[src/rtl/eeprom_rdport_pkg.sv]
package eeprom_rdport_pkg;
  typedef struct packed {
    logic readActive;
    logic accessStart;
    logic pollMode;
    logic toggleBit;
  } rdStrobes_t;
endpackage

[src/rtl/eeprom_rdport_ctrl.sv]
module eeprom_rdport_ctrl
  import eeprom_rdport_pkg::*;
(
  input  logic       clk,
  input  logic       rstN,
  input  logic       ceN,
  input  logic       oeN,
  input  logic       busy,
  output rdStrobes_t strobes,
  output logic       arrayRdEn
);
  logic activeQ;
  logic busyQ;
  logic toggleQ;
  logic readActive;
  logic accessStart;
  logic busyRise;
  logic toggleNext;

  always_comb begin
    readActive  = !ceN && !oeN;
    accessStart = readActive && !activeQ;
    busyRise    = busy && !busyQ;
    toggleNext  = (busyRise ? 1'b0 : toggleQ) ^ (accessStart && busy);
  end

  always_ff @(posedge clk) begin
    if (!rstN) begin
      activeQ <= 1'b0;
      busyQ   <= 1'b0;
      toggleQ <= 1'b0;
    end else begin
      activeQ <= readActive;
      busyQ   <= busy;
      toggleQ <= toggleNext;
    end
  end

  assign strobes.readActive  = readActive;
  assign strobes.accessStart = accessStart;
  assign strobes.pollMode    = busy;
  assign strobes.toggleBit   = toggleNext;
  assign arrayRdEn           = readActive && !busy;

  AST_TOGGLE_ON_ACCESS: assert property (@(posedge clk) disable iff (!rstN)
    (toggleQ != $past(toggleQ)) |-> ($past(accessStart && busy) || $past(busyRise)));
  AST_TOGGLE_CLEARED: assert property (@(posedge clk) disable iff (!rstN)
    ($rose(busy) && !accessStart) |=> !toggleQ);
  AST_NO_ARRAY_BUSY: assert property (@(posedge clk) disable iff (!rstN)
    busy |-> !arrayRdEn);
endmodule

[src/rtl/eeprom_rdport_dp.sv]
module eeprom_rdport_dp
  import eeprom_rdport_pkg::*;
#(
  parameter int DATA_W     = 8,
  parameter int POLL_BIT   = 7,
  parameter int TOGGLE_BIT = 6
) (
  input  logic              clk,
  input  logic              rstN,
  input  rdStrobes_t        strobes,
  input  logic              lastWrMsb,
  input  logic [DATA_W-1:0] arrayData,
  output logic [DATA_W-1:0] dataOut,
  output logic              dataOe
);
  localparam logic [DATA_W-1:0] LOW_MASK = DATA_W'((1 << TOGGLE_BIT) - 1);

  logic [DATA_W-1:0] statusWord;

  for (genvar i = 0; i < DATA_W; i++) begin : g_status
    if (i == POLL_BIT) begin : g_poll
      assign statusWord[i] = ~lastWrMsb;
    end else if (i == TOGGLE_BIT) begin : g_tog
      assign statusWord[i] = strobes.toggleBit;
    end else begin : g_zero
      assign statusWord[i] = 1'b0;
    end
  end

  always_ff @(posedge clk) begin
    if (!rstN) begin
      dataOut <= '0;
      dataOe  <= 1'b0;
    end else begin
      dataOe <= strobes.readActive;
      if (!strobes.readActive)   dataOut <= '0;
      else if (strobes.pollMode) dataOut <= statusWord;
      else                       dataOut <= arrayData;
    end
  end

  AST_OE_RISE: assert property (@(posedge clk) disable iff (!rstN)
    strobes.readActive |=> dataOe);
  AST_OE_FALL: assert property (@(posedge clk) disable iff (!rstN)
    !strobes.readActive |=> !dataOe);
  AST_BUS_QUIET: assert property (@(posedge clk) disable iff (!rstN)
    !dataOe |-> (dataOut == '0));
  AST_LOW_BITS_ZERO: assert property (@(posedge clk) disable iff (!rstN)
    (dataOe && $past(strobes.pollMode)) |-> ((dataOut & LOW_MASK) == '0));
endmodule

[src/rtl/eeprom_rdport.sv]
module eeprom_rdport
  import eeprom_rdport_pkg::*;
#(
  parameter int DATA_W = 8
) (
  input  logic              clk,
  input  logic              rstN,
  input  logic              ceN,
  input  logic              oeN,
  input  logic              busy,
  input  logic              lastWrMsb,
  input  logic [DATA_W-1:0] arrayData,
  output logic              arrayRdEn,
  output logic [DATA_W-1:0] dataOut,
  output logic              dataOe
);
  localparam int POLL_BIT   = DATA_W - 1;
  localparam int TOGGLE_BIT = DATA_W - 2;

  rdStrobes_t strobes;

  eeprom_rdport_ctrl u_ctrl (
    .clk(clk), .rstN(rstN), .ceN(ceN), .oeN(oeN), .busy(busy),
    .strobes(strobes), .arrayRdEn(arrayRdEn)
  );

  eeprom_rdport_dp #(
    .DATA_W(DATA_W), .POLL_BIT(POLL_BIT), .TOGGLE_BIT(TOGGLE_BIT)
  ) u_dp (
    .clk(clk), .rstN(rstN), .strobes(strobes), .lastWrMsb(lastWrMsb),
    .arrayData(arrayData), .dataOut(dataOut), .dataOe(dataOe)
  );
endmodule

[config.mk]
export PLATFORM = sky130hd
export DESIGN_NAME = eeprom_rdport
export DESIGN_NICKNAME = d
export VERILOG_FILES = /design/src/rtl/eeprom_rdport_pkg.sv /design/src/rtl/eeprom_rdport_ctrl.sv /design/src/rtl/eeprom_rdport_dp.sv /design/src/rtl/eeprom_rdport.sv
export SDC_FILE = /design/constraint.sdc
export NUM_CORES = 1
export LEC_CHECK = 0
export BUFFER_PORTS_ARGS = -buffer_cell sky130_fd_sc_hd__buf_2
export CORE_AREA = 2 2 39 41
export DETAILED_ROUTE_END_ITERATION = 7
export DIE_AREA = 0 0 41 43
export PLACE_DENSITY_LB_ADDON = 0.2
export SYNTH_ARGS = -nofsm -noshare
export SYNTH_HDL_FRONTEND = slang
export SYNTH_SLANG_ARGS = --single-unit
[constraint.sdc]
create_clock -name clk -period 1.45 [get_ports clk]
set_clock_uncertainty 0.15 [all_clocks]
set_input_delay 0 -clock clk [delete_from_list [all_inputs] [get_ports clk]]
set_output_delay 0 -clock clk [all_outputs]
set_load 0.05 [all_outputs]
==> flow_summary.yaml <==
cells_and_area:
  antennaDiodeCount: 0
  final_cell_mix: "23 x buf_2, 17 x dlygate4sd3_1, 11 x dfxtp_1"
  final_common_cell: "buf_2"
  final_nets: 93
  syn2layout_area_growth_pct: 87.7
  layout.area.seq_um2: 220
  fill_cells: 142
  post-route-util: 0.513
  multiInputGateArea_um2: 150
  layout-drive-gt1-share: 0.385
power_and_ir_drop:
  peakVddDrop_mv: 0.366
  p_leak_nw: 0.386
  powerDensity_mw_per_mm2: 875
clocking:
  cts_sinks: 11
  holdBufCountCts: 17
  cts_inserted_buffers: 3
  post_cts.repair.setup_buffers: 0
  cts-root-buf: "clkbuf_4"
  htree_levels: 1
  post_cts_resized: 0
  tritoncts: "built"
  insertion_delay_ns: 0.26
  clock_path_buffers: 2
  path_clk_slew_ns: 0.07
drt:
  wirelength_um: 918
  avgViaCountPerCell: 4.18
  drt_pass1_iterations: 4
  vias: 393
  first_iter_violations: 2
  drc: 0
  wl_per_cell_um: 9.77
  drtAntennaViolNets: 0
global_route:
  grt_pass1_vias: 373
  grt_start_max_net_pins: 10
  antenna_found_initial: 0
  track_usage: 0.128
  gr-total-overflow: 0
  grt_pass1_wl_um: 1460
status:
  status: "finished clean"
min_path:
  holdCritPathClass: "input pin to register"
placement:
  portBuffers: 23
  hpwl_um: 552
  gp_congestion: 0.618
logic_synthesis:
  synthesis.nets: 48
  synth_seq_cells: 11
  synthCells: 34
  synth.cell_area_um2: 378
  synth_top_area_cell: "dfxtp_1"
  avgSynthCellArea_um2: 11.1
  synth_area_leaders: "dfxtp_1 58%, and3_1 9.9%, nor3_4 4.3%, a211oi_2 3.3%, nor2_1 3.0%"
  netlist.area_leader.share: 0.583
  yosys_warnings: 0
  yosysSeqAreaShare: 0.583
  ys_types: 15
sta:
  tightestPinTransition_ns: 0.250
  hold_viol_final: 0
  slew_headroom: 0.832
  period_share: 0.954
  timing.setup.tns_ns: 0
  report.final.slew_viol_count: 0
  fin_crit_ns: 1.38
  fmax_ghz: 0.723
  finalSetupViolCount: 0
  rsz0062_at_grt: "no"
floorplan:
  num_rows: 14
  boundaryPins: 24
  die_w_um: 41
  die_area_mm2: 0.00176
  start_util: 0.273
  core_mm2: 0.00138
  die_y_um: 43
flow_run:
  cap_viol_max_count: 0
setup_path:
  crit_path_max_fanout: 9
  arrival_ns: 1.38
  cp-start-kind: "input pin"
  end_kind: "register"
  required_ns: 1.45
  critical_path_class: "input pin to register"
[worst max-delay path, cell delays in order]
cell           delay (ns)
dlygate4sd3_1        0.53
buf_2                0.16
and3_1               0.14
dlygate4sd3_1        0.55
[cells in the mapped netlist]
| master | count |
|---|---|
| xor2_1 | 1 |
| and3_2 | 1 |
| mux2i_1 | 1 |
| and3_1 | 6 |
| and2_1 | 1 |
| dfxtp_1 | 11 |
| a211oi_2 | 1 |
| nor2_1 | 3 |
| o21a_1 | 1 |
| a21boi_0 | 1 |
| o31ai_1 | 1 |
| nor3_4 | 1 |
| inv_1 | 2 |
| nand2_1 | 2 |
| nor3_2 | 1 |
[layer usage]
layer  wire length [µm]  vias to the layer above  track usage
met3                 39                        0       0.0471
li1                   -                      204            -
met5                  0                        -            0
met1                315                      181        0.127
met2                563                        8        0.209
met4                  0                        0       0.0800
[logic make-up (layout without fill, tap and decap cells)]
logic type,after synthesis,after routing,synth area share
AND/OR/NAND/NOR,15,15,0.255
XOR/XNOR,1,1,0.0232
multiplexers,1,1,0.0265
flip-flops,11,11,0.583
buffers and inverters,2,46,0.0199
AO/OA/AOI/OAI,4,4,0.0927
[state kept, by name (all words and copies together) (netlist names)]
| name | cells |
|---|---|
| u_ctrl.busyQ | 1 |
| u_ctrl.toggleQ | 1 |
| u_dp.dataOut | 8 |
| u_dp.dataOe | 1 |
[where the power goes]
group / switching (W) / internal (W) / total [W]
clock network: 0.0000969 / 0.000106 / 0.000203
logic: 0.0000534 / 0.0000508 / 0.000104
registers: 0.00000305 / 0.000310 / 0.000313
total: 0.000153 / 0.000467 / 0.000620
[final timing paths]
kind                                startpoint               to  slack (ns)  depth (start not counted)
worst max-delay path                      rstN  u_dp.dataOut[2]        0.07                          4
worst min-delay path                       ceN      u_dp.dataOe       0.003                          4
worst max register to register     u_dp.dataOe  u_dp.dataOut[6]        0.32                          3
worst min register to register  u_ctrl.toggleQ   u_ctrl.toggleQ        0.47                          2
[final cells by class]
cell class,count,share of cell area
Clock buffer,4,0.0370
Inverter,2,0.0106
Multi-Input combinational cell,21,0.212
Sequential cell,11,0.310
Tap cell,16,0.0282
Timing Repair Buffer,40,0.402
[metrics by stage]
stage                     setup WS [ns]  total power (W)  area [µm²]  instances  hold WS, ns
final                            0.0670         0.000620         709         94      0.00316
after global routing             0.0204         0.000657         709         94      0.00123
after CTS                        0.0724         0.000626         709         94      0.00184
after detailed placement          0.374         0.000396         513         73       0.0844
after global placement            0.352         0.000396         513         73       0.0833
after floorplan                  0.0610         0.000361         378         34      -0.0824
(Power assumes the default switching activity.)
